File: config.mk
export PLATFORM = sky130hd
export DESIGN_NAME = set_combine_card
export DESIGN_NICKNAME = d
export VERILOG_FILES = /design/src/rtl/set_card_pkg.sv /design/src/rtl/set_op_combine.sv /design/src/rtl/scan_index_ctr.sv /design/src/rtl/card_accum.sv /design/src/rtl/set_combine_card.sv
export SDC_FILE = /design/constraint.sdc
export NUM_CORES = 1
export LEC_CHECK = 0
export CAP_MARGIN = 10
export CORE_MARGIN = 8
export CORE_UTILIZATION = 45
export CTS_CLUSTER_DIAMETER = 100
export DETAILED_ROUTE_END_ITERATION = 10
export GPL_TIMING_DRIVEN = 0
export PLACE_DENSITY = 0.81
export SLEW_MARGIN = 20
export SYNTH_ARGS = -nofsm -noshare
export SYNTH_HDL_FRONTEND = slang
export SYNTH_SLANG_ARGS = --single-unit
File: constraint.sdc
create_clock -name clk -period 2.75 [get_ports clk]
set_input_delay 0.6875 -clock clk [delete_from_list [all_inputs] [get_ports clk]]
set_output_delay 0.6875 -clock clk [all_outputs]
set_load 0.02 [all_outputs]
File: src/rtl/set_card_pkg.sv
package set_card_pkg;

   typedef enum logic [1:0] {
      OP_UNION = 2'd0,
      OP_INTER = 2'd1,
      OP_DIFF  = 2'd2
   } set_op_e;

   typedef enum logic [1:0] {
      ST_IDLE = 2'd0,
      ST_SCAN = 2'd1,
      ST_DONE = 2'd2
   } scan_state_e;

endpackage

File: src/rtl/set_op_combine.sv
module set_op_combine
   import set_card_pkg::*;
#(
   parameter set_op_e OP_KIND = OP_UNION
) (
   input  logic a_mem_i,
   input  logic a_vld_i,
   input  logic b_mem_i,
   input  logic b_vld_i,
   output logic res_mem_o,
   output logic res_vld_o
);

   generate
      if (OP_KIND == OP_UNION) begin : g_union
         assign res_mem_o = a_mem_i | b_mem_i;
      end else if (OP_KIND == OP_INTER) begin : g_inter
         assign res_mem_o = a_mem_i & b_mem_i;
      end else if (OP_KIND == OP_DIFF) begin : g_diff
         assign res_mem_o = a_mem_i & ~b_mem_i;
      end else begin : g_bad_op
         $error("set_op_combine: unsupported OP_KIND");
         assign res_mem_o = 1'b0;
      end
   endgenerate

   assign res_vld_o = a_vld_i & b_vld_i;

endmodule

File: src/rtl/scan_index_ctr.sv
module scan_index_ctr #(
   parameter int UNIVERSE = 8,
   localparam int IDXW = (UNIVERSE > 1) ? $clog2(UNIVERSE) : 1
) (
   input  logic            clk,
   input  logic            rst_n,
   input  logic            clr_i,
   input  logic            adv_i,
   output logic [IDXW-1:0] idx_o,
   output logic            last_o
);

   localparam logic [IDXW-1:0] LAST_IDX = IDXW'(UNIVERSE - 1);

   logic [IDXW-1:0] idx_q;

   always_ff @(posedge clk or negedge rst_n) begin
      if (!rst_n) begin
         idx_q <= '0;
      end else if (clr_i) begin
         idx_q <= '0;
      end else if (adv_i) begin
         idx_q <= (idx_q == LAST_IDX) ? '0 : idx_q + 1'b1;
      end
   end

   assign idx_o  = idx_q;
   assign last_o = (idx_q == LAST_IDX);

   AST_IDX_STALL: assert property (@(posedge clk) disable iff (!rst_n)
      (!adv_i && !clr_i) |=> $stable(idx_o)) else $error("index moved while stalled");

   AST_IDX_IN_RANGE: assert property (@(posedge clk) disable iff (!rst_n)
      idx_o <= LAST_IDX) else $error("index beyond universe");

endmodule

File: src/rtl/card_accum.sv
module card_accum #(
   parameter int UNIVERSE = 8,
   localparam int CW = $clog2(UNIVERSE + 1)
) (
   input  logic          clk,
   input  logic          rst_n,
   input  logic          clr_i,
   input  logic          inc_i,
   output logic [CW-1:0] cnt_o
);

   logic [CW-1:0] cnt_q;

   always_ff @(posedge clk or negedge rst_n) begin
      if (!rst_n) begin
         cnt_q <= '0;
      end else if (clr_i) begin
         cnt_q <= '0;
      end else if (inc_i) begin
         cnt_q <= cnt_q + 1'b1;
      end
   end

   assign cnt_o = cnt_q;

   AST_NO_OVERFLOW: assert property (@(posedge clk) disable iff (!rst_n)
      cnt_o <= CW'(UNIVERSE)) else $error("count above universe size");

   AST_CNT_STALL: assert property (@(posedge clk) disable iff (!rst_n)
      (!inc_i && !clr_i) |=> $stable(cnt_o)) else $error("count moved without increment");

endmodule

File: src/rtl/set_combine_card.sv
module set_combine_card
   import set_card_pkg::*;
#(
   parameter int      UNIVERSE = 8,
   parameter set_op_e OP_KIND  = OP_UNION,
   localparam int IDXW = (UNIVERSE > 1) ? $clog2(UNIVERSE) : 1,
   localparam int CW   = $clog2(UNIVERSE + 1)
) (
   input  logic            clk,
   input  logic            rst_n,
   input  logic            init_i,
   input  logic            exec_i,
   input  logic            a_q_mem_i,
   input  logic            a_q_vld_i,
   input  logic            b_q_mem_i,
   input  logic            b_q_vld_i,
   output logic [IDXW-1:0] scan_idx_o,
   input  logic            a_s_mem_i,
   input  logic            a_s_vld_i,
   input  logic            b_s_mem_i,
   input  logic            b_s_vld_i,
   output logic            res_mem_o,
   output logic            res_mem_vld_o,
   output logic [CW-1:0]   card_o,
   output logic            card_vld_o
);

   generate
      if (UNIVERSE < 2) begin : g_bad_universe
         $error("set_combine_card: UNIVERSE must be at least 2");
      end
   endgenerate

   scan_state_e state_q, state_d;
   logic        q_res_mem, q_res_vld;
   logic        s_res_mem, s_res_vld;
   logic        start, step, clr, idx_last;

   // Query path: caller's index, pure logic.
   set_op_combine #(.OP_KIND(OP_KIND)) u_query_op (
      .a_mem_i   (a_q_mem_i),
      .a_vld_i   (a_q_vld_i),
      .b_mem_i   (b_q_mem_i),
      .b_vld_i   (b_q_vld_i),
      .res_mem_o (q_res_mem),
      .res_vld_o (q_res_vld)
   );

   // Scan path: block's own index.
   set_op_combine #(.OP_KIND(OP_KIND)) u_scan_op (
      .a_mem_i   (a_s_mem_i),
      .a_vld_i   (a_s_vld_i),
      .b_mem_i   (b_s_mem_i),
      .b_vld_i   (b_s_vld_i),
      .res_mem_o (s_res_mem),
      .res_vld_o (s_res_vld)
   );

   assign start = (state_q == ST_IDLE) && exec_i && !init_i;
   assign clr   = init_i || start;
   assign step  = (state_q == ST_SCAN) && s_res_vld && !init_i;

   always_comb begin
      state_d = state_q;
      if (init_i) begin
         state_d = ST_IDLE;
      end else begin
         unique case (state_q)
            ST_IDLE: if (exec_i) state_d = ST_SCAN;
            ST_SCAN: if (step && idx_last) state_d = ST_DONE;
            ST_DONE: state_d = ST_DONE;
            default: state_d = ST_IDLE;
         endcase
      end
   end

   always_ff @(posedge clk or negedge rst_n) begin
      if (!rst_n) state_q <= ST_IDLE;
      else        state_q <= state_d;
   end

   scan_index_ctr #(.UNIVERSE(UNIVERSE)) u_idx (
      .clk    (clk),
      .rst_n  (rst_n),
      .clr_i  (clr),
      .adv_i  (step),
      .idx_o  (scan_idx_o),
      .last_o (idx_last)
   );

   card_accum #(.UNIVERSE(UNIVERSE)) u_card (
      .clk   (clk),
      .rst_n (rst_n),
      .clr_i (clr),
      .inc_i (step && s_res_mem),
      .cnt_o (card_o)
   );

   assign res_mem_o     = q_res_mem;
   assign res_mem_vld_o = (state_q != ST_IDLE) && q_res_vld;
   assign card_vld_o    = (state_q == ST_DONE);

   AST_MEM_VLD_NEEDS_OPS: assert property (@(posedge clk) disable iff (!rst_n)
      res_mem_vld_o |-> (a_q_vld_i && b_q_vld_i)) else $error("membership valid without operands");

   AST_DONE_HOLD: assert property (@(posedge clk) disable iff (!rst_n)
      (card_vld_o && !init_i) |=> (card_vld_o && $stable(card_o))) else $error("result not held");

   AST_INIT_CLEARS: assert property (@(posedge clk) disable iff (!rst_n)
      init_i |=> (!card_vld_o && card_o == '0 && scan_idx_o == '0)) else $error("init did not clear");

   generate
      if (OP_KIND == OP_UNION) begin : g_chk_union
         AST_UNION_COVERS: assert property (@(posedge clk) disable iff (!rst_n)
            (a_q_mem_i || b_q_mem_i) |-> res_mem_o) else $error("union lost a member");
      end else if (OP_KIND == OP_INTER) begin : g_chk_inter
         AST_INTER_SUBSET: assert property (@(posedge clk) disable iff (!rst_n)
            res_mem_o |-> (a_q_mem_i && b_q_mem_i)) else $error("intersection extra member");
      end else begin : g_chk_diff
         AST_DIFF_EXCLUDES: assert property (@(posedge clk) disable iff (!rst_n)
            res_mem_o |-> (a_q_mem_i && !b_q_mem_i)) else $error("difference extra member");
      end
   endgenerate

endmodule

; Yosys cells after proc, flatten, opt, wreduce, memory -nomap -nowiden
; Index checks and enable logic that the tools add are counted.
[word_totals]
regBits = 9
in_bits = 12
output_inout_bits = 10
wordCells = 37
[op_classes]
n_addsub = 2
eq_ne = 5
muxes = 9
n_bitwise = 4
n_reduce_logical = 14
[ops]
columns = cell, n
row1 = $mux 3, 3
row2 = $mux 4, 2
row3 = $logic_and 1x1->1, 7
row4 = $mux 2, 3
row5 = $pmux 2 s3, 1
row6 = $reduce_bool 2->1, 3
row7 = $add 4x1->4 const B, 1
row8 = $add 3x1->3 const B, 1
row9 = $eq 3x3->1 const B, 1
row10 = $ne 3x2->1 const B, 1
row11 = $ne 3x3->1 const B, 1
row12 = $and 1x1->1, 2
row13 = $eq 2x1->1 const B, 1
row14 = $eq 2x2->1 const B, 1
row15 = $logic_not 2->1, 1
row16 = $or 1x1->1, 2
row17 = $reduce_and 2->1, 1
row18 = $logic_not 1->1, 1
row19 = $logic_or 1x1->1, 1

; Longest topological paths before layout
[logic_depth]
word_depth = 7
mapped_depth = 6
depth_no_buf = 5

; Modules after synthesis
; From an unflattened synthesis, not the netlist that was laid out.
[unflattened]
cells_unflattened = 54
hier_area_um2 = 579.3
[modules_own_cells]
columns = mod, n_inst, cells_per_inst, area_each_um2, seq_area_each_um2
row1 = set_combine_card, 1, 22, 210.2, 50.0
row2 = card_accum, 1, 16, 192.7, 100.1
row3 = scan_index_ctr, 1, 12, 151.4, 75.1
row4 = set_op_combine, 2, 2, 12.5, 0.0

; Least setup slack after synthesis
; Ideal clock, no wire load.
[synth_timing]
path_kind = input port to output port
startpoint = input port b_q_mem_i
endpoint = output port res_mem_o
t_arrival_ps = 1025
required_time_ps = 2062
setup_slack_ps = 1038
stages = 1
n_path_buf = 0
cell_sequence = or2_2
[synth_between]
elab_chain_cells = 1
[synth_rtl]
columns = element, line
row1 = start: declaration, set_combine_card.sv:15  ; input logic b_q_mem_i,
row2 = $or 1x1->1, set_op_combine.sv:16  ; assign res_mem_o = a_mem_i | b_mem_i;
row3 = end: declaration, set_combine_card.sv:22  ; output logic res_mem_o,
; No other way between the ends.

; Worst setup path after layout
; Same ends and word-level chain as after synthesis.

==> results.md <==
- Clk_lat worst skew: 0.26 ns
- Asr flop ratio synth: 100.0%
- Vias in the first global route: 552
- Die X: 52.19 um
- Starting density of the core: 46.45%
- IO Count: 22
- Root buffer selected by CTS: clkbuf_4
- Largest area contributor in the synthesized netlist: dfrtp_1
- Crit end category: output port
- Most used cell, CP: clkdlybuf4s50_1
- Leakage Power: 0.0003782 uW
- Synth Flop Type: dfrtp_1
- Rel. slew slack: 71.21%
- Post-synth cell types: 25
- Residual DRC count: 0
- Slowest Stage Delay on Critical Path: 0.54 ns
- Total track usage: 11.83%
- Hold buffer count at cts: 0
- Setup ws final: 0.1646 ns
- Max-cap violation count: 0
- First-pass GRT wire length: 2408 um
- Area of the core: 1269 um2
- Iter 0 DRT Violations: 8
- FF+latch count, synth: 9
- CTS Sinks: 9
- Fmax: 386.8 MHz
- Post-synthesis cell area: 589.3 um2
- Register area share after synthesis: 38.22%
- Yosys top cell area share: 38.22%
- Hold Crit Class: reg2reg
- Initial antenna violation count: 0
- CTS tree: done
- Number of routed nets with antenna violations: 0
- Post-cts sizing count: 0
- Max VDD drop: 371.7 uV
- Period utilization: 94.01%
- Die ar.: 2724 um2
- PwrDens: 562.2 nW/um2
- Synth Area per Inst: 9.988 um2
- Post-CTS setup repair buffer count: 0
- Pins Over Slew Limit: 0
- RePlAce Congestion: 0.7471
- WS Path Type: in2out
- CTS Buf Count: 3
- Final Hold Fails: 0
- Outcome: completed
- Setup-failing EPs final: 0
- Synth Warn #: 0
- Routed Wire Length: 1576 um
- CP max FO: 1
- Number of synthesized flops with an enable pin: 0
- Layout Skew: 0.005183 ns
- Clk slew on worst S/H paths: 0.06 ns
- Worst slew pin tran: 0.4305 ns
- DR WL/cell: 15.92 um
- Die Ht: 52.19 um
- RSZ-0062 raised after global routing: false
- Mapped Nets: 77
- Largest net degree at the start of global routing: 11
- CP max stage cell: clkdlybuf4s50_1
- Hold WS: 0.5481 ns
- CP arrival: 1.90 ns
- Clock Tree Buf Depth: 2
- Area grow syn2layout: 43.31%
- Area contributors post-synth: dfrtp_1 38%, ha_1 13%, a22oi_1 5.1%
- Multi-input gate area: 334.1 um2
- # H-tree levels: 1
- Diode count: 0
- Register Area: 225.2 um2
- Vias per std cell: 5.576
- GRT Residual Overflow: 0
- Vias: 552
- Rows: 13
- Nets: 103
- Number of port buffers: 21
- Ratio of cells with drive above 1 in the final layout: 10.71%
- Post-Place Setup Slack: 0.1577 ns
- Crit start category: input pin
- Crit path time final: 2.585 ns
- First-pass DRT Iterations: 4
- Cells after Synth: 59
- Post-DP HPWL: 1261 um
- Setup TNS: 0 ns
- Fill cells: 109
- Data required, critical path: 2.06 ns
- Ordered cell list for the critical path: clkdlybuf4s50_1 -> or2_2 -> clkdlybuf4s50_1
## state kept, by name, summed over array words and instances (netlist names)
| name | count |
|---|---|
| state_q | 2 |
| u_idx.idx_o | 3 |
| u_card.cnt_o | 4 |
## cell usage in the layout (no fill, tap or decap), drive strengths merged
master,n
nor2b,2
o21ai,2
o22ai,1
inv,5
a21o,1
nand2,3
o31ai,2
a211o,1
or4,2
buf,1
clkbuf,4
and2,1
ha,6
nor2,2
o22a,1
a21oi,5
dfrtp,9
or2,1
nand3b,4
nand4b,1
or3,2
nand3,2
and4b,1
clkdlybuf4s50,21
a22oi,4
## metal layers
metal	track usage, %	wire length (um)	vias to the layer above
li1	-	-	268
met1	12.31	587	270
met2	20.80	868	12
met3	5.398	107	2
met4	3.448	13	0
met5	0	0	-
## per-stage QoR
step / power, uW / instance area (um2) / util [%] / std cells
after floorplan: 300.4 / 589.3 / - / 59
after global placement: 368.5 / 818.3 / 64.50 / 95
after detailed placement: 374.9 / 818.3 / 64.50 / 95
after CTS: 478.4 / 844.6 / 66.57 / 99
after global routing: 503.3 / 844.6 / 66.57 / 99
final: 474.8 / 844.6 / 66.57 / 99
## Yosys cell counts (all sizes together), types with 2 or more instances
cell type	count
a21oi	5
a22oi	4
nand3	2
dfrtp	9
o31ai	2
ha	6
nand3b	4
nor2b	2
or3	2
o21ai	2
inv	5
nand2	3
nor2	2
or4	2
## report_power, final
group	internal, uW	switching, uW	leakage (uW)
registers	149	12.6	0.000124
logic	97.3	113	0.000239
clock network	56.0	47.1	0.0000150
total	302	173	0.000378
## critical path, delay by kind of cell
| kind | cells | cell delay [ns] |
|---|---|---|
| buffers and inverters | 2 | 0.93 |
| and+or+nand+nor | 1 | 0.28 |
## cells by family (layout without fill, tap and decap cells)
logic type | count (synthesis) | count (layout) | synth area share [%]
AOI/OAI and AO/OA | 17 | 17 | 19.11
buffers and inverters | 6 | 31 | 5.094
adders and majority gates | 6 | 6 | 12.74
DFF | 9 | 9 | 38.22
and+or+nand+nor | 21 | 21 | 24.84
## area by class of cell
class                           instances  share of cell area [%]
Timing Repair Buffer                   21                   24.89
Sequential cell                         9                   26.67
Clock buffer                            4                   3.111
Tap cell                               15                   2.222
Multi-Input combinational cell         44                   39.56
Buffer                                  1                   1.333
Inverter                                5                   2.222
## worst paths after layout
path	startpoint	to	slack (ns)	cells after the start
max in group asynchronous	rst_n	u_card.cnt_o[0]	1.72	1
min reg2reg	state_q[0]	state_q[0]	0.55	1
min in group asynchronous	rst_n	state_q[1]	0.73	1
max reg2reg	state_q[1]	u_card.cnt_o[2]	1.05	6
min	state_q[0]	state_q[0]	0.55	1
max	b_q_mem_i	res_mem_o	0.16	3
(Power assumes the default switching activity.)
